**config.mk**
```make
export PLATFORM = sky130hd
export DESIGN_NAME = vcr_input_port
export DESIGN_NICKNAME = d
export VERILOG_FILES = /design/src/rtl/vcr_pkg.sv /design/src/rtl/vcr_flit_fifo.sv /design/src/rtl/vcr_route_xy.sv /design/src/rtl/vcr_rr_arb.sv /design/src/rtl/vcr_vc_ctrl.sv /design/src/rtl/vcr_input_port.sv
export SDC_FILE = /design/constraint.sdc
export NUM_CORES = 1
export LEC_CHECK = 0
export BUFFER_PORTS_ARGS = -buffer_cell sky130_fd_sc_hd__buf_2
export CELL_PAD_IN_SITES_DETAIL_PLACEMENT = 0
export CELL_PAD_IN_SITES_GLOBAL_PLACEMENT = 1
export CORE_MARGIN = 2
export CORE_UTILIZATION = 36
export DETAILED_ROUTE_END_ITERATION = 8
export MAX_ROUTING_LAYER = met4
export PLACE_DENSITY = 0.62
export SETUP_SLACK_MARGIN = 0.02
export SLEW_MARGIN = 15
export SYNTH_ARGS = -nofsm -noshare
export SYNTH_HDL_FRONTEND = slang
export SYNTH_SLANG_ARGS = --single-unit
```
**constraint.sdc**
```tcl
create_clock -name clk -period 4.1 [get_ports clk]
set_input_delay 0.615 -clock clk [delete_from_list [all_inputs] [get_ports clk]]
set_output_delay 0.615 -clock clk [all_outputs]
set_load 0.01 [all_outputs]
```
**src/rtl/vcr_pkg.sv**
```systemverilog
package vcr_pkg;

  typedef enum logic [1:0] {
    FT_IDLE = 2'b00,
    FT_HEAD = 2'b01,
    FT_BODY = 2'b10,
    FT_TAIL = 2'b11
  } flit_kind_e;

  typedef enum logic [1:0] {
    VS_IDLE,
    VS_ROUTE,
    VS_VCALLOC,
    VS_SWALLOC
  } vc_stage_e;

  localparam logic [2:0] OP_LOCAL = 3'd0;
  localparam logic [2:0] OP_EAST  = 3'd1;
  localparam logic [2:0] OP_WEST  = 3'd2;
  localparam logic [2:0] OP_NORTH = 3'd3;
  localparam logic [2:0] OP_SOUTH = 3'd4;

endpackage

```
**src/rtl/vcr_flit_fifo.sv**
```systemverilog
module vcr_flit_fifo #(
  parameter int WIDTH = 18,
  parameter int DEPTH = 4
) (
  input  logic             clk,
  input  logic             rst_n,
  input  logic             push,
  input  logic [WIDTH-1:0] push_data,
  input  logic             pop,
  output logic [WIDTH-1:0] head,
  output logic             empty,
  output logic             full
);

  localparam int PTR_W = (DEPTH > 1) ? $clog2(DEPTH) : 1;
  localparam int CNT_W = $clog2(DEPTH + 1);

  logic [WIDTH-1:0] mem [DEPTH];
  logic [PTR_W-1:0] wr_ptr_q, wr_ptr_nxt;
  logic [PTR_W-1:0] rd_ptr_q, rd_ptr_nxt;
  logic [CNT_W-1:0] cnt_q, cnt_nxt;

  function automatic logic [PTR_W-1:0] ptr_inc(input logic [PTR_W-1:0] p);
    if (int'(p) == DEPTH - 1) return '0;
    return p + 1'b1;
  endfunction

  always_comb begin
    wr_ptr_nxt = wr_ptr_q;
    rd_ptr_nxt = rd_ptr_q;
    cnt_nxt    = cnt_q;
    if (push) wr_ptr_nxt = ptr_inc(wr_ptr_q);
    if (pop)  rd_ptr_nxt = ptr_inc(rd_ptr_q);
    if (push && !pop) cnt_nxt = cnt_q + 1'b1;
    else if (pop && !push) cnt_nxt = cnt_q - 1'b1;
  end

  always_ff @(posedge clk or negedge rst_n) begin
    if (!rst_n) begin
      wr_ptr_q <= '0;
      rd_ptr_q <= '0;
      cnt_q    <= '0;
    end else begin
      wr_ptr_q <= wr_ptr_nxt;
      rd_ptr_q <= rd_ptr_nxt;
      cnt_q    <= cnt_nxt;
    end
  end

  always_ff @(posedge clk) begin
    if (push) mem[wr_ptr_q] <= push_data;
  end

  assign head  = mem[rd_ptr_q];
  assign empty = (cnt_q == '0);
  assign full  = (cnt_q == CNT_W'(DEPTH));

  // storage never written beyond its depth
  p_no_overflow_r12: assert property (@(posedge clk) disable iff (!rst_n)
    (push && full) |-> pop);

  p_no_underflow_r12: assert property (@(posedge clk) disable iff (!rst_n)
    pop |-> !empty);

endmodule

```
**src/rtl/vcr_route_xy.sv**
```systemverilog
module vcr_route_xy
  import vcr_pkg::*;
#(
  parameter int COORD_W = 3,
  parameter int X_POS   = 1,
  parameter int Y_POS   = 1
) (
  input  logic [2*COORD_W-1:0] dest,
  output logic [2:0]           port
);

  localparam logic [COORD_W-1:0] HERE_X = COORD_W'(X_POS);
  localparam logic [COORD_W-1:0] HERE_Y = COORD_W'(Y_POS);

  logic [COORD_W-1:0] dx, dy;

  assign dx = dest[COORD_W-1:0];
  assign dy = dest[2*COORD_W-1:COORD_W];

  always_comb begin
    if (dx > HERE_X)      port = OP_EAST;
    else if (dx < HERE_X) port = OP_WEST;
    else if (dy > HERE_Y) port = OP_NORTH;
    else if (dy < HERE_Y) port = OP_SOUTH;
    else                  port = OP_LOCAL;
  end

endmodule

```
**src/rtl/vcr_rr_arb.sv**
```systemverilog
module vcr_rr_arb #(
  parameter int N = 4
) (
  input  logic         clk,
  input  logic         rst_n,
  input  logic [N-1:0] req,
  output logic [N-1:0] gnt
);

  localparam int IW = (N > 1) ? $clog2(N) : 1;

  logic [IW-1:0] ptr_q, ptr_nxt, win, idx;
  logic          found;

  always_comb begin
    gnt   = '0;
    win   = ptr_q;
    found = 1'b0;
    idx   = '0;
    for (int i = 0; i < N; i++) begin
      idx = IW'((int'(ptr_q) + i) % N);
      if (!found && req[idx]) begin
        found    = 1'b1;
        gnt[idx] = 1'b1;
        win      = idx;
      end
    end
    ptr_nxt = ptr_q;
    if (found) begin
      if (int'(win) == N - 1) ptr_nxt = '0;
      else                    ptr_nxt = win + 1'b1;
    end
  end

  always_ff @(posedge clk or negedge rst_n) begin
    if (!rst_n) ptr_q <= '0;
    else        ptr_q <= ptr_nxt;
  end

  // at most one requester picked, and only a requester
  p_pick_legal_r13: assert property (@(posedge clk) disable iff (!rst_n)
    $onehot0(gnt) && ((gnt & ~req) == '0));

endmodule

```
**src/rtl/vcr_vc_ctrl.sv**
```systemverilog
module vcr_vc_ctrl
  import vcr_pkg::*;
#(
  parameter int DVC_W = 2
) (
  input  logic             clk,
  input  logic             rst_n,
  input  logic             fifo_empty,
  input  logic [1:0]       head_kind,
  input  logic [2:0]       route_in,
  input  logic             va_win,
  input  logic [DVC_W-1:0] va_vc,
  input  logic             sa_win,
  output logic [2:0]       route_q,
  output logic [DVC_W-1:0] dvc_q,
  output logic             va_want,
  output logic             sa_want,
  output logic             pop
);

  vc_stage_e        stage_q, stage_nxt;
  logic             route_en, dvc_en;
  logic [2:0]       route_nxt;
  logic [DVC_W-1:0] dvc_nxt;
  logic             orphan;

  assign orphan  = (stage_q == VS_IDLE) && !fifo_empty && (head_kind == FT_BODY);
  assign va_want = (stage_q == VS_VCALLOC);
  assign sa_want = (stage_q == VS_SWALLOC) && !fifo_empty;
  assign pop     = sa_win || orphan;

  always_comb begin
    stage_nxt = stage_q;
    route_en  = 1'b0;
    dvc_en    = 1'b0;
    route_nxt = route_q;
    dvc_nxt   = dvc_q;
    case (stage_q)
      VS_IDLE: begin
        if (!fifo_empty && head_kind != FT_BODY) stage_nxt = VS_ROUTE;
      end
      VS_ROUTE: begin
        stage_nxt = VS_VCALLOC;
        route_en  = 1'b1;
        route_nxt = route_in;
      end
      VS_VCALLOC: begin
        if (va_win) begin
          stage_nxt = VS_SWALLOC;
          dvc_en    = 1'b1;
          dvc_nxt   = va_vc;
        end
      end
      VS_SWALLOC: begin
        if (sa_win && head_kind == FT_TAIL) stage_nxt = VS_IDLE;
      end
      default: stage_nxt = VS_IDLE;
    endcase
  end

  always_ff @(posedge clk or negedge rst_n) begin
    if (!rst_n) stage_q <= VS_IDLE;
    else        stage_q <= stage_nxt;
  end

  always_ff @(posedge clk or negedge rst_n) begin
    if (!rst_n)        route_q <= '0;
    else if (route_en) route_q <= route_nxt;
  end

  always_ff @(posedge clk or negedge rst_n) begin
    if (!rst_n)      dvc_q <= '0;
    else if (dvc_en) dvc_q <= dvc_nxt;
  end

  // a denied flit keeps its place at the front of the buffer
  p_sa_hold_r5: assert property (@(posedge clk) disable iff (!rst_n)
    (stage_q == VS_SWALLOC && !fifo_empty && !sa_win)
      |=> (stage_q == VS_SWALLOC && !fifo_empty && $stable(head_kind)));

  // route and downstream VC stay fixed while the packet is open
  p_route_keep_r6: assert property (@(posedge clk) disable iff (!rst_n)
    (stage_q == VS_SWALLOC) |=> (stage_q == VS_IDLE || ($stable(route_q) && $stable(dvc_q))));

  // VC allocation is entered only from route computation
  p_order_r1: assert property (@(posedge clk) disable iff (!rst_n)
    (stage_q != VS_ROUTE && stage_q != VS_VCALLOC) |=> (stage_q != VS_VCALLOC));

endmodule

```
**src/rtl/vcr_input_port.sv**
```systemverilog
module vcr_input_port
  import vcr_pkg::*;
#(
  parameter int NUM_VC    = 4,
  parameter int BUF_DEPTH = 4,
  parameter int NUM_DVC   = 4,
  parameter int DATA_W    = 16,
  parameter int COORD_W   = 3,
  parameter int X_POS     = 1,
  parameter int Y_POS     = 1
) (
  input  logic                       clk,
  input  logic                       rst_n,
  input  logic [1:0]                 in_type,
  input  logic [$clog2(NUM_VC)-1:0]  in_vc,
  input  logic [DATA_W-1:0]          in_data,
  output logic [NUM_VC-1:0]          vc_full,
  output logic                       va_req,
  output logic [2:0]                 va_port,
  input  logic                       va_gnt,
  input  logic [$clog2(NUM_DVC)-1:0] va_gnt_vc,
  output logic                       sa_req,
  output logic [2:0]                 sa_port,
  input  logic                       sa_gnt,
  output logic                       st_valid,
  output logic [1:0]                 st_type,
  output logic [2:0]                 st_port,
  output logic [$clog2(NUM_DVC)-1:0] st_vc,
  output logic [DATA_W-1:0]          st_data,
  output logic                       rel_valid,
  output logic [2:0]                 rel_port,
  output logic [$clog2(NUM_DVC)-1:0] rel_vc
);

  localparam int VC_W   = $clog2(NUM_VC);
  localparam int DVC_W  = $clog2(NUM_DVC);
  localparam int FLIT_W = 2 + DATA_W;

  // reset: asserted at once, released after two clock edges
  logic rst_meta, rst_sync;

  always_ff @(posedge clk or negedge rst_n) begin
    if (!rst_n) begin
      rst_meta <= 1'b0;
      rst_sync <= 1'b0;
    end else begin
      rst_meta <= 1'b1;
      rst_sync <= rst_meta;
    end
  end

  logic [FLIT_W-1:0] head_flit [NUM_VC];
  logic [2:0]        route_c   [NUM_VC];
  logic [2:0]        route_q   [NUM_VC];
  logic [DVC_W-1:0]  dvc_q     [NUM_VC];
  logic [NUM_VC-1:0] fifo_empty, fifo_full, pop_vec;
  logic [NUM_VC-1:0] va_want, sa_want, va_pick, sa_pick;
  logic [NUM_VC-1:0] va_win, sa_win;
  logic              flit_in;

  assign flit_in = (in_type != FT_IDLE);
  assign va_win  = va_pick & {NUM_VC{va_gnt}};
  assign sa_win  = sa_pick & {NUM_VC{sa_gnt}};

  for (genvar v = 0; v < NUM_VC; v++) begin : g_vc
    logic push;
    assign push = flit_in && (in_vc == VC_W'(v));

    vcr_flit_fifo #(
      .WIDTH(FLIT_W),
      .DEPTH(BUF_DEPTH)
    ) u_fifo (
      .clk      (clk),
      .rst_n    (rst_sync),
      .push     (push),
      .push_data({in_type, in_data}),
      .pop      (pop_vec[v]),
      .head     (head_flit[v]),
      .empty    (fifo_empty[v]),
      .full     (fifo_full[v])
    );

    vcr_route_xy #(
      .COORD_W(COORD_W),
      .X_POS  (X_POS),
      .Y_POS  (Y_POS)
    ) u_route (
      .dest(head_flit[v][2*COORD_W-1:0]),
      .port(route_c[v])
    );

    vcr_vc_ctrl #(
      .DVC_W(DVC_W)
    ) u_ctrl (
      .clk       (clk),
      .rst_n     (rst_sync),
      .fifo_empty(fifo_empty[v]),
      .head_kind (head_flit[v][FLIT_W-1 -: 2]),
      .route_in  (route_c[v]),
      .va_win    (va_win[v]),
      .va_vc     (va_gnt_vc),
      .sa_win    (sa_win[v]),
      .route_q   (route_q[v]),
      .dvc_q     (dvc_q[v]),
      .va_want   (va_want[v]),
      .sa_want   (sa_want[v]),
      .pop       (pop_vec[v])
    );
  end

  vcr_rr_arb #(.N(NUM_VC)) u_va_arb (
    .clk  (clk),
    .rst_n(rst_sync),
    .req  (va_want),
    .gnt  (va_pick)
  );

  vcr_rr_arb #(.N(NUM_VC)) u_sa_arb (
    .clk  (clk),
    .rst_n(rst_sync),
    .req  (sa_want),
    .gnt  (sa_pick)
  );

  // selection of the presenting VC for each allocator
  logic [1:0]        sel_kind;
  logic [DATA_W-1:0] sel_data;
  logic [DVC_W-1:0]  sel_dvc;
  logic [2:0]        sel_port, va_port_c;

  always_comb begin
    sel_kind  = '0;
    sel_data  = '0;
    sel_dvc   = '0;
    sel_port  = '0;
    va_port_c = '0;
    for (int v = 0; v < NUM_VC; v++) begin
      if (sa_pick[v]) begin
        sel_kind = head_flit[v][FLIT_W-1 -: 2];
        sel_data = head_flit[v][DATA_W-1:0];
        sel_dvc  = dvc_q[v];
        sel_port = route_q[v];
      end
      if (va_pick[v]) va_port_c = route_q[v];
    end
  end

  assign va_req  = |va_pick;
  assign va_port = va_port_c;
  assign sa_req  = |sa_pick;
  assign sa_port = sel_port;
  assign vc_full = fifo_full;

  // switch traversal register
  logic              fire, tail_fire;
  logic              st_valid_q, st_valid_nxt, rel_valid_q, rel_valid_nxt;
  logic [1:0]        st_type_q;
  logic [2:0]        st_port_q, rel_port_q;
  logic [DVC_W-1:0]  st_vc_q, rel_vc_q;
  logic [DATA_W-1:0] st_data_q;

  always_comb begin
    fire          = sa_req && sa_gnt;
    tail_fire     = fire && (sel_kind == FT_TAIL);
    st_valid_nxt  = fire;
    rel_valid_nxt = tail_fire;
  end

  always_ff @(posedge clk or negedge rst_sync) begin
    if (!rst_sync) begin
      st_valid_q  <= 1'b0;
      rel_valid_q <= 1'b0;
    end else begin
      st_valid_q  <= st_valid_nxt;
      rel_valid_q <= rel_valid_nxt;
    end
  end

  always_ff @(posedge clk or negedge rst_sync) begin
    if (!rst_sync) begin
      st_type_q <= '0;
      st_port_q <= '0;
      st_vc_q   <= '0;
      st_data_q <= '0;
    end else if (fire) begin
      st_type_q <= sel_kind;
      st_port_q <= sel_port;
      st_vc_q   <= sel_dvc;
      st_data_q <= sel_data;
    end
  end

  always_ff @(posedge clk or negedge rst_sync) begin
    if (!rst_sync) begin
      rel_port_q <= '0;
      rel_vc_q   <= '0;
    end else if (tail_fire) begin
      rel_port_q <= sel_port;
      rel_vc_q   <= sel_dvc;
    end
  end

  assign st_valid  = st_valid_q;
  assign st_type   = st_type_q;
  assign st_port   = st_port_q;
  assign st_vc     = st_vc_q;
  assign st_data   = st_data_q;
  assign rel_valid = rel_valid_q;
  assign rel_port  = rel_port_q;
  assign rel_vc    = rel_vc_q;

  // release only together with a departing tail
  p_rel_tail_r7: assert property (@(posedge clk) disable iff (!rst_sync)
    rel_valid |-> (st_valid && st_type == FT_TAIL && rel_vc == st_vc && rel_port == st_port));

  // every departure follows a switch grant one edge earlier
  p_st_after_gnt_r2: assert property (@(posedge clk) disable iff (!rst_sync)
    st_valid |-> $past(sa_req && sa_gnt));

  // a single VC wins the switch per cycle
  p_one_winner_r13: assert property (@(posedge clk) disable iff (!rst_sync)
    $onehot0(sa_win) && $onehot0(va_win));

endmodule

```
* Yosys cells after proc, flatten, opt, wreduce, memory -nomap -nowiden *
Memories as Yosys holds them, arrays and structs flattened.
Index checks and enable logic that the tools add are counted.

storage, ports and cells
  register bits after elaboration = 92
  output and inout port bits = 42
  word-level logic and storage cells = 424
  memory bits (writable) = 288
  bits of input ports = 26
  memories kept = 4

memory list
  memory              depth  width  read ports  clocked after memory_dff  wr ports  RTL line             RTL
  g_vc[0].u_fifo.mem  4      18     1           0                         1         vcr_flit_fifo.sv:18  logic [WIDTH-1:0] mem [DEPTH];
  g_vc[1].u_fifo.mem  4      18     1           0                         1         vcr_flit_fifo.sv:18
  g_vc[2].u_fifo.mem  4      18     1           0                         1         vcr_flit_fifo.sv:18
  g_vc[3].u_fifo.mem  4      18     1           0                         1         vcr_flit_fifo.sv:18

cells by class
  bitwise operators = 8
  reduce and logical (&&, ||, !) cells = 98
  multiplexer cells = 168
  equality and inequality tests = 54
  add/sub/neg operators = 24
  order comparisons = 32

operators with widths
  cell                                                            count
  two-way mux 3 bit                                               32
  two-way mux 2 bit                                               44
  two-way mux 16 bit                                              4
  two-way mux 1 bit                                               60
  logical AND 1 bit                                               48
  == test 2 bit (second input constant)                           19
  two-way mux 4 bit                                               8
  inequality test 2 bit (second input constant)                   16
  one-hot mux 2 bit (4 select lines)                              4
  == test 2 x 1 -> 1 bit (second input constant)                  15
  adder 2 x 1 -> 2 bit (second input constant)                    12
  greater-than comparator 3 x 1 -> 1 bit (second input constant)  8
  < comparator 2 x 3 -> 1 bit (second input constant)             8
  < comparator 3 x 1 -> 1 bit (second input constant)             8
  OR 4 bit                                                        6
  AND reduction 3 bit                                             8
  zero test 1 bit                                                 18
  binary-select mux 1 bit (select 2 bit)                          8
  demux 1 bit (select 2 bit)                                      8
  >= comparator 2 x 1 -> 1 bit (second input constant)            8
  adder 3 x 1 -> 3 bit (second input constant)                    4
  == test 3 bit (second input constant)                           4
  zero test 3 bit                                                 4
  subtractor 3 x 1 -> 3 bit (second input constant)               4
  7 further kinds                                                 26

* Longest topological paths before layout *
Gate-level depths: netlist of run 1.

  depth in word-level cells = 21
  mapped depth = 17
  mapped depth without buffers = 15

* By module *
A second synthesis of run 1 with hierarchy kept.

unflattened totals
  cell total of the unflattened synthesis = 1024
  area, all modules = 16983.8 µm²

modules (own cells, without submodules)
  module                  seq. area each (µm²)  times used  cells an instance  area an instance (µm²)
  vcr_flit_fifo           2337.2                4           131                3015.4
  vcr_input_port          800.8                 1           230                2047.0
  vcr_vc_ctrl             175.2                 4           32                 400.4
  vcr_rr_arb at u_va_arb  50.0                  1           59                 569.3
  vcr_rr_arb at u_sa_arb  50.0                  1           59                 559.3
  vcr_route_xy            0.0                   4           6                  36.3

* Least setup slack after synthesis of run 1 *
Ideal clock, no wire load.

  kind = register to output
  start point = register u_va_arb.ptr_q[0]
  end point = output port va_port[0]
  required time = 3485 ps
  setup slack = 561 ps
  arrival time = 2924 ps
  stages on the path, launching flop included = 10
  path buffers = 1
  cells stage by stage = dfrtp_1 buf_2 inv_1 ha_1 mux2_2 o21a_1 and2_1 a221oi_1 a21oi_1 mux2_2

between the ends
  cells in the longest elaborated chain, start to end = 16
  elaborated cells between the ends (all ways) = 51
  those cells by class = 3 x add/sub; 8 x order compare; 27 x mux; 3 x bitwise; 10 x reduce/logical

ends and longest elaborated chain
  item                                                                  RTL line               RTL
  start, declared                                                       vcr_rr_arb.sv:12       logic [IW-1:0] ptr_q, ptr_nxt, win, idx;
  start signal, assigned                                                vcr_rr_arb.sv:37       else ptr_q <= ptr_nxt;
  branches (longest 11 deep; another with < comparator 2 x 3 -> 1 bit)  -
  two-way mux 4 bit *                                                   vcr_rr_arb.sv:22       if (!found && req[idx]) begin
  two-way mux 3 bit (3 in series)                                       vcr_input_port.sv:144  if (va_pick[v]) va_port_c = route_q[v];
  two-way mux 3 bit *                                                   vcr_input_port.sv:144
  end, declared                                                         vcr_input_port.sv:19   output logic [2:0] va_port,

Every way passes the cells marked *. The select of a mux whose other input is x is not followed.

* Final worst setup path of run 1 *
  start point = register g_vc[1].u_ctrl.stage_q[0]
  end point = output port sa_req

between the ends
  cells in the longest elaborated chain, start to end = 15
  elaborated cells between the ends (all ways) = 27
  those cells by class = 1 x eq/ne; 15 x mux; 3 x bitwise; 8 x reduce/logical

ends and longest elaborated chain
  item                                     RTL line               RTL
  start, declared                          vcr_vc_ctrl.sv:21      vc_stage_e stage_q, stage_nxt;
  start signal, assigned                   vcr_vc_ctrl.sv:63      else stage_q <= stage_nxt;
  == test 2 bit *                          vcr_vc_ctrl.sv:29      assign sa_want = (stage_q == VS_SWALLOC) && !fifo_empty;
  logical AND 1 bit *                      vcr_vc_ctrl.sv:29
  binary-select mux 1 bit (select 2 bit)   vcr_rr_arb.sv:22
  two-way mux 1 bit (implied by the code)  vcr_rr_arb.sv:22
  two-way mux 1 bit                        vcr_rr_arb.sv:22
  zero test 1 bit                          vcr_rr_arb.sv:22
  logical AND 1 bit                        vcr_rr_arb.sv:22
  two-way mux 1 bit                        vcr_rr_arb.sv:22
  zero test 1 bit                          vcr_rr_arb.sv:22
  logical AND 1 bit                        vcr_rr_arb.sv:22
  two-way mux 1 bit                        vcr_rr_arb.sv:22
  zero test 1 bit                          vcr_rr_arb.sv:22
  logical AND 1 bit                        vcr_rr_arb.sv:22
  two-way mux 4 bit *                      vcr_rr_arb.sv:22
  OR reduction 4 bit *                     vcr_input_port.sv:150  assign sa_req = |sa_pick;
  end, declared                            vcr_input_port.sv:22   output logic sa_req,

Mark *: on every way between the ends. The rest lies on a longest branch, timed or not. The select of a mux whose other input is x is not followed.

==> reports/summary.log, run 1 <==
qor: die.floorplan.die_area 48100 um2
qor: global_routing.globalRouteOverflowTotal 0
qor: worst_setup_path.timing.critical_path.fanout_max 22
qor: die.coreArea 45600 um2
qor: synthesis.synth_enable_flop_cells 288
qor: placement.detailedPlacementHpwl 25200 um
qor: pwr.seqPwrFrac 30.0%
qor: routing.routed_via_density 5.15
qor: routing.post_route_wl 37300 um
qor: routing.final_antenna_net_count 0
qor: cells_and_area.final_nets 1255
qor: sta.worstMarginPinSlew 1000 ps
qor: clock_tree.worstSkewPairLatency 570 ps
qor: sta.finalSetupViolations 0
qor: pwr.totalPowerFinal 17.5 mW
qor: die.die_width 219 um
qor: worst_setup_path.crit_type reg -> out
qor: placement.port_buffers 67
qor: sta.post-route-min-period 3980 ps
qor: die.initial_core_util 36.6%
qor: routing.first_pass_iters 5
qor: sta.maxClockFrequency 0.251 GHz
qor: pwr.power_density 898 nW/um2
qor: synthesis.postSynth.topFlopCell sky130_fd_sc_hd__edfxtp_1
qor: cells_and_area.signed_area_change_from_the_synthesized_netlist_to_the_final_layout 16.9%
qor: pwr.power_report.internal_total 10.6 mW
qor: global_routing.first_global_vias 9356
qor: sta.rsz0062_at_grt no
qor: placement.gp_congestion 0.799
qor: global_routing.wire_length_of_the_first_global_routing_pass 57000 um
qor: synthesis.synth-seq-cells 380
qor: die.floorplan.rows 78
qor: global_routing.number_of_antenna_violations_at_the_first_check_in_global_routing 1
qor: flow_run.timing.max_cap.violations 0
qor: routing.avgRoutedWirePerCell 20.7 um
qor: synthesis.postSynthAreaPerCell 15.9 um2
qor: die.die_height 219 um
qor: sta.worst_clock_skew 23.5 ps
qor: synthesis.asyncSetResetFlopFracSynth 24.2%
qor: synthesis.post_synth_inst_count 1047
qor: synthesis.synth.yosys.warnings 0
qor: synthesis.synth_cell_types 64
qor: cells_and_area.final_layout_size_suffix_gt1_share 28.6%
qor: worst_setup_path.timing.critical_path.arrival 3370 ps
qor: clock_tree.tritoncts done
qor: clock_tree.cts_buffers 42
qor: global_routing.gr-usage-all-layers 16.3%
qor: sta.part_of_the_cycle_the_worst_path_needs 97.1%
qor: routing.drt-initial-drc-count 666
qor: clock_tree.cts.sink_count 380
qor: clock_tree.cts_buffer_depth 3
qor: sta.fin_worst_hold_slack 351 ps
qor: routing.overall_via_count_from_detail_route 9277
qor: worst_setup_path.crit_path_end_kind output pin
qor: pwr.p_leak 7.10 nW
qor: die.ioPinCount 68
qor: clock_tree.clock_tree.root_cell sky130_fd_sc_hd__clkbuf_16
qor: sta.setup_tns 0 ps
qor: sta.finalMaxSlewViolations 0
qor: outcome.run_status finished clean
qor: synthesis.netlist_area 16700 um2
qor: synthesis.yosysSeqAreaShare 65.6%
qor: pwr.share_comb_of_total_power 48.8%
qor: placement.dp_slack 281 ps
qor: sta.relSlewSlack 33.0%
qor: worst_setup_path.cp.required 3480 ps
qor: min_path.worstHoldPathType in -> async
qor: clock_tree.clkTransAtPathRegs 60 ps
qor: sta.final_report_hold_violation_count 0
qor: global_routing.grt_max_degree 69
qor: pwr.share_of_total_power_consumed_by_net_switching 39.7%
qor: pwr.switching_power 6.96 mW
qor: pwr.power.share.clock 21.2%
qor: routing.drcViolationCount 0
qor: pwr.worst_ir_drop_vdd 0.623 mV
qor: sta.worst_setup_slack_final 117 ps
qor: worst_setup_path.timing.critical_path.from_type flop
qor: clock_tree.clock_tree.htree_level_count 2
qor: synthesis.synthesis.nets 1135
-- cell families after synthesis --
kind of cell | Yosys count | synth area share, %
flip-flops | 380 | 65.6
AND/OR/NAND/NOR | 200 | 5.76
AO/OA/AOI/OAI | 177 | 7.20
multiplexers | 123 | 13.6
buffers and inverters | 88 | 2.20
adder cells (fa/ha/maj) | 62 | 4.83
XOR/XNOR | 16 | 0.840
other | 1 | 0.0225
-- sequential cells by signal (all words and copies together) (netlist names), 3 cells and up --
name,flops
rel_port,3
st_port,3
g_vc.u_fifo.mem,288
g_vc.u_ctrl.route_q,12
g_vc.u_fifo.cnt_q,12
g_vc.u_ctrl.stage_q,8
g_vc.u_fifo.wr_ptr_q,8
g_vc.u_fifo.rd_ptr_q,8
g_vc.u_ctrl.dvc_q,8
st_data,16
-- what timing repair did --
action,4_1_cts,5_1_grt
setup endpoints to repair,7,7
hold endpoints to repair,2,0
buffers inserted,5,5
pin swaps,2,7
resized for setup,16,26
hold buffers,1,0
-- worst max-delay path: stages, from the launching register on --
cell and delay [ps]:
sky130_fd_sc_hd__dfrtp_1 420, sky130_fd_sc_hd__ha_2 240, sky130_fd_sc_hd__o31a_1 190, sky130_fd_sc_hd__mux4_2 550, sky130_fd_sc_hd__nand3_1 110, sky130_fd_sc_hd__a31oi_1 150, sky130_fd_sc_hd__a21o_1 250, sky130_fd_sc_hd__buf_6 190
sky130_fd_sc_hd__or4_4 540, sky130_fd_sc_hd__buf_2 170
-- synth_stat cells (all sizes together), types with 4 or more instances --
library cell | number | area [um2]
clkbuf | 18 | 67.6
nand3b | 4 | 30.0
nand3 | 11 | 60.1
mux2i | 10 | 100
ha | 58 | 726
a31oi | 8 | 65.1
dfrtp | 92 | 2300
mux2 | 35 | 405
xnor2 | 8 | 70.1
edfxtp | 288 | 8650
a221o | 8 | 80.1
nor2 | 57 | 214
a221oi | 12 | 111
mux4 | 78 | 1760
o21ai | 55 | 275
o31ai | 5 | 42.5
a22oi | 16 | 120
a211oi | 10 | 75.1
inv | 43 | 161
nand2 | 60 | 233
a21oi | 31 | 155
fa | 4 | 80.1
and2 | 17 | 106
xor2 | 8 | 70.1
nor3 | 26 | 141
o31a | 4 | 35.0
buf | 27 | 139
nor3b | 6 | 45.0
a21o | 7 | 52.6
nor2b | 6 | 37.5
-- power by group through the flow --
stage,logic [mW],clock network [mW],registers (mW)
6_report,8.55,3.72,5.25
4_1_cts,8.46,3.82,5.25
2_1_floorplan,5.66,0,5.27
3_5_place_dp,8.24,0,5.33
3_3_place_gp,8.19,0,5.30
5_1_grt,9.42,3.97,5.35
-- layer usage --
layer / up-vias / GRT usage [%] / wire length [um]
li1: 4302 / - / -
met3: 53 / 2.48 / 1650
met5: - / - / 0
met2: 207 / 24.6 / 17100
met4: 0 / 4.75 / 733
met1: 4715 / 22.7 / 17800
-- cells in the final DEF, fill, tap and decap left out, types with 10 or more instances in the layout --
| master | netlist | routed |
|---|---|---|
| sky130_fd_sc_hd__a211oi_1 | 10 | 10 |
| sky130_fd_sc_hd__o21ai_0 | 50 | 47 |
| sky130_fd_sc_hd__a21oi_1 | 31 | 30 |
| sky130_fd_sc_hd__inv_1 | 42 | 38 |
| sky130_fd_sc_hd__ha_1 | 58 | 50 |
| sky130_fd_sc_hd__mux2_2 | 32 | 32 |
| sky130_fd_sc_hd__mux4_2 | 78 | 78 |
| sky130_fd_sc_hd__dfrtp_1 | 92 | 87 |
| sky130_fd_sc_hd__clkbuf_16 | 0 | 42 |
| sky130_fd_sc_hd__nor3_1 | 25 | 22 |
| sky130_fd_sc_hd__clkbuf_1 | 18 | 12 |
| sky130_fd_sc_hd__mux2i_1 | 10 | 10 |
| sky130_fd_sc_hd__buf_4 | 6 | 52 |
| sky130_fd_sc_hd__nor2_1 | 57 | 57 |
| sky130_fd_sc_hd__edfxtp_1 | 288 | 288 |
| sky130_fd_sc_hd__nand2_1 | 59 | 58 |
| sky130_fd_sc_hd__a221oi_1 | 11 | 11 |
| sky130_fd_sc_hd__nand3_1 | 10 | 10 |
| sky130_fd_sc_hd__a22oi_1 | 16 | 16 |
| sky130_fd_sc_hd__and2_1 | 17 | 17 |
| sky130_fd_sc_hd__buf_2 | 12 | 67 |
-- worst paths after layout --
kind / from / endpoint / slack, ps / depth (start not counted)
worst max-delay path: g_vc[1].u_ctrl.stage_q[0] / sa_req / 120 / 9
max in group asynchronous: rst_sync / g_vc[2].u_ctrl.stage_q[1] / 2610 / 1
worst min register to register: rst_meta / rst_sync / 350 / 0
worst min-delay path: rst_n / rst_sync / 350 / 2
min in group clk: rst_meta / rst_sync / 350 / 0
worst max register to register: g_vc[1].u_ctrl.stage_q[0] / g_vc[2].u_fifo.cnt_q[2] / 550 / 13
-- stage by stage --
stage | std cells | utilization (%) | instance area [um2]
after global placement | 1712 | 39.3 | 17900
final | 1803 | 42.8 | 19500
after CTS | 1796 | 42.5 | 19400
after floorplan | 1047 | - | 16700
after detailed placement | 1712 | 39.3 | 17900
after global routing | 1802 | 42.8 | 19500
-- layout make-up --
cell class                      count  area [um2]
Antenna cell                        2        5.00
Clock buffer                       56        1120
Clock inverter                     22         236
Fill cell                        4085       26100
Inverter                           43         161
Multi-Input combinational cell    579        5520
Sequential cell                   380       11000
Tap cell                          600         751
Timing Repair Buffer              121         747
No activity file was read; power rests on OpenSTA's default activity.
==> run 2: changes to the inputs <==
CTS_BUF_LIST = sky130_fd_sc_hd__clkbuf_8   (was default)
PLACE_DENSITY = 0.64   (was 0.62)
clock period = 3.2 ns   (was 4.1 ns; I/O delays follow)
==> run 2 against run 1 <==
The flow now finishes with violations (negative setup slack). Register-to-register slack got worse by 710 ps. Count of clock-buffer cells in the layout increased by 16. Flip-flop and latch count is the same. Critical path depth up 1. Clock skew down 2.2 ps. Routed wire length grew 3.5%. Worst setup slack worse by 720 ps. Core utilization grew 2.6 points. First-iteration DRC count is 5.1% lower. Sequential share of layout area shrank 3.2 points. Hold slack got worse by 170 ps. Critical endpoint unchanged.
==> reports/summary.log, run 2 (synthesis gave the netlist of run 1 again) <==
qor: outcome.run_status finished, violations left [was finished clean]
qor: clock_tree.tritoncts done [unchanged]
qor: sta.worst_setup_slack_final -603 ps [was 117 ps]
qor: outcome.violations negative setup slack
qor: cells_and_area.final_layout_size_suffix_gt1_share 39.2% [was 28.6%]
qor: worst_setup_path.timing.critical_path.fanout_max 11 [was 22]
qor: die.die_width 219 um [unchanged]
qor: global_routing.globalRouteOverflowTotal 0 [unchanged]
qor: worst_setup_path.crit_type reg -> out [unchanged]
qor: cells_and_area.layout_common_cells sky130_fd_sc_hd__edfxtp_1 (288), sky130_fd_sc_hd__buf_4 (148), sky130_fd_sc_hd__dfrtp_1 (87) [was sky130_fd_sc_hd__edfxtp_1 (288), sky130_fd_sc_hd__dfrtp_1 (87), sky130_fd_sc_hd__mux4_2 (78)]
qor: die.coreArea 45600 um2 [unchanged]
qor: placement.port_buffers 67 [unchanged]
qor: routing.drt-initial-drc-count 632 [was 666]
qor: worst_setup_path.timing.critical_path.arrival 3320 ps [was 3370 ps]
qor: placement.dp_slack -149 ps [was 281 ps]
qor: clock_tree.cts_buffers 66 [was 42]
qor: cells_and_area.signed_area_change_from_the_synthesized_netlist_to_the_final_layout 24.0% [was 16.9%]
qor: placement.dp.cells 1798 [was 1712]
qor: cells_and_area.post_layout_nonfiller_instances 1953 [was 1803]
qor: die.floorplan.rows 78 [unchanged]
qor: flow_run.timing.max_cap.violations 0 [unchanged]
qor: sta.worst_clock_skew 21.3 ps [was 23.5 ps]
qor: die.die_height 219 um [unchanged]
qor: clock_tree.clock_tree.root_cell sky130_fd_sc_hd__clkbuf_8 [was sky130_fd_sc_hd__clkbuf_16]
qor: sta.part_of_the_cycle_the_worst_path_needs 119%
qor: clock_tree.clock_tree.htree_level_count 3 [was 2]
qor: global_routing.wire_length_of_the_first_global_routing_pass 58000 um [was 57000 um]
qor: sta.final_report_hold_violation_count 0 [unchanged]
qor: routing.final_antenna_net_count 0 [unchanged]
qor: sta.maxClockFrequency 0.263 GHz
qor: min_path.worstHoldPathType in -> reg [was in -> async]
qor: sta.post-route-min-period 3800 ps
qor: sta.rsz0062_at_grt yes [was no]
qor: worst_setup_path.timing.critical_path.from_type flop [unchanged]
qor: die.ioPinCount 68 [unchanged]
qor: sta.finalMaxSlewViolations 0 [unchanged]
qor: cells_and_area.registers.top_by_ff_count g_vc.u_fifo.mem [unchanged]
qor: sta.relSlewSlack 61.4% [was 33.0%]
qor: worst_setup_path.cp.required 2720 ps [was 3480 ps]
qor: global_routing.first_global_vias 9917 [was 9356]
qor: routing.avgRoutedWirePerCell 19.8 um [was 20.7 um]
qor: global_routing.gr-usage-all-layers 16.5% [was 16.3%]
qor: routing.first_pass_iters 5 [unchanged]
qor: global_routing.number_of_antenna_violations_at_the_first_check_in_global_routing 3 [was 1]
qor: die.initial_core_util 36.6% [unchanged]
qor: placement.detailedPlacementHpwl 26200 um [was 25200 um]
qor: sta.setup_tns -4790 ps [was 0 ps]
qor: placement.gp_congestion 0.820 [was 0.799]
qor: clock_tree.worstSkewPairLatency 610 ps [was 570 ps]
qor: cells_and_area.layout.cells.most_common sky130_fd_sc_hd__edfxtp_1 [unchanged]
qor: die.floorplan.die_area 48100 um2 [unchanged]
qor: clock_tree.cts_buffer_depth 3 [unchanged]
qor: cells_and_area.number_of_flip_flops_under_the_largest_register_name 288 [unchanged]
qor: global_routing.grt_max_degree 42 [was 69]
qor: sta.finalSetupViolations 17 [was 0]
qor: routing.drcViolationCount 0 [unchanged]
qor: routing.post_route_wl 38600 um [was 37300 um]
qor: sta.worstMarginPinSlew 578 ps [was 1000 ps]
qor: routing.routed_via_density 5.05 [was 5.15]
qor: cells_and_area.final_nets 1385 [was 1255]
qor: clock_tree.clkTransAtPathRegs 70 ps [was 60 ps]
qor: sta.fin_worst_hold_slack 178 ps [was 351 ps]
qor: routing.overall_via_count_from_detail_route 9857 [was 9277]
qor: worst_setup_path.crit_path_end_kind output pin [unchanged]
qor: clock_tree.cts.sink_count 380 [unchanged]
==> run 2: cell count changes in the layout (fill, tap and decap cells not counted), sizes merged <==
cell,change
buf,+105
inv,+25
clkbuf,+17
clkinv,+4
bufinv,-2
diode,+1
==> run 2: metal layers <==
metal / up-vias / wire length [um] / GRT usage [%]
li1: 4556 / - / -
met1: 5014 / 17900 / 22.4
met2: 236 / 17900 / 24.6
met3: 51 / 2020 / 3.45
met4: 0 / 762 / 5.45
met5: - / 0 / -
==> run 2: timing repair <==
item	in CTS	in global routing
pin swaps	17	13
setup buffers	14	16
cloned	0	1
endpoints found under the setup margin	32	48
hold buffers	1	0
endpoints found under the hold margin	2	0
resized for setup	51	71
==> run 2: area by class of cell <==
class | count | area, um2
clock buffer | 72 | 991
inverter | 43 | 161
tap | 600 | 751
clock inverter | 49 | 262
multi-input combinational | 579 | 5920
sequential | 380 | 11000
fill | 4046 | 24900
antenna | 3 | 7.51
timing repair buffer | 227 | 1650
==> run 2: worst paths after layout <==
kind / start / endpoint / slack (ps) / depth (start not counted)
max: g_vc[2].u_ctrl.stage_q[1] / sa_req / -600 / 10
min: va_gnt_vc[0] / g_vc[0].u_ctrl.dvc_q[0] / 180 / 2
max reg2reg: g_vc[2].u_ctrl.stage_q[1] / g_vc[3].u_fifo.cnt_q[2] / -160 / 15
min reg2reg: rst_sync / st_data[5] / 310 / 0
max in group asynchronous: rst_sync / g_vc[1].u_ctrl.stage_q[0] / 2050 / 1
min in group asynchronous: rst_n / rst_meta / 200 / 2
==> run 2: metrics by stage <==
stage / cell area, um2 / util (%)
final: 20700 / 45.4
after global routing: 20700 / 45.4
after CTS: 20200 / 44.3
after detailed placement: 18600 / 40.9
after global placement: 18600 / 40.9
after floorplan: 16800 / -
==> run 2: worst max-delay path: stages (launching register included) <==
cell                      delay [ps]
sky130_fd_sc_hd__dfrtp_1         360
sky130_fd_sc_hd__ha_2            230
sky130_fd_sc_hd__o31ai_2         110
sky130_fd_sc_hd__mux4_2          560
sky130_fd_sc_hd__buf_4           170
sky130_fd_sc_hd__nand3_1          70
sky130_fd_sc_hd__a31oi_1         110
sky130_fd_sc_hd__a21o_1          220
sky130_fd_sc_hd__buf_6           160
sky130_fd_sc_hd__or4_4           540
sky130_fd_sc_hd__buf_2           170
Power of run 2 is not shown: default switching activity piles up to over one toggle a cycle in this logic, so the estimate is an artifact.
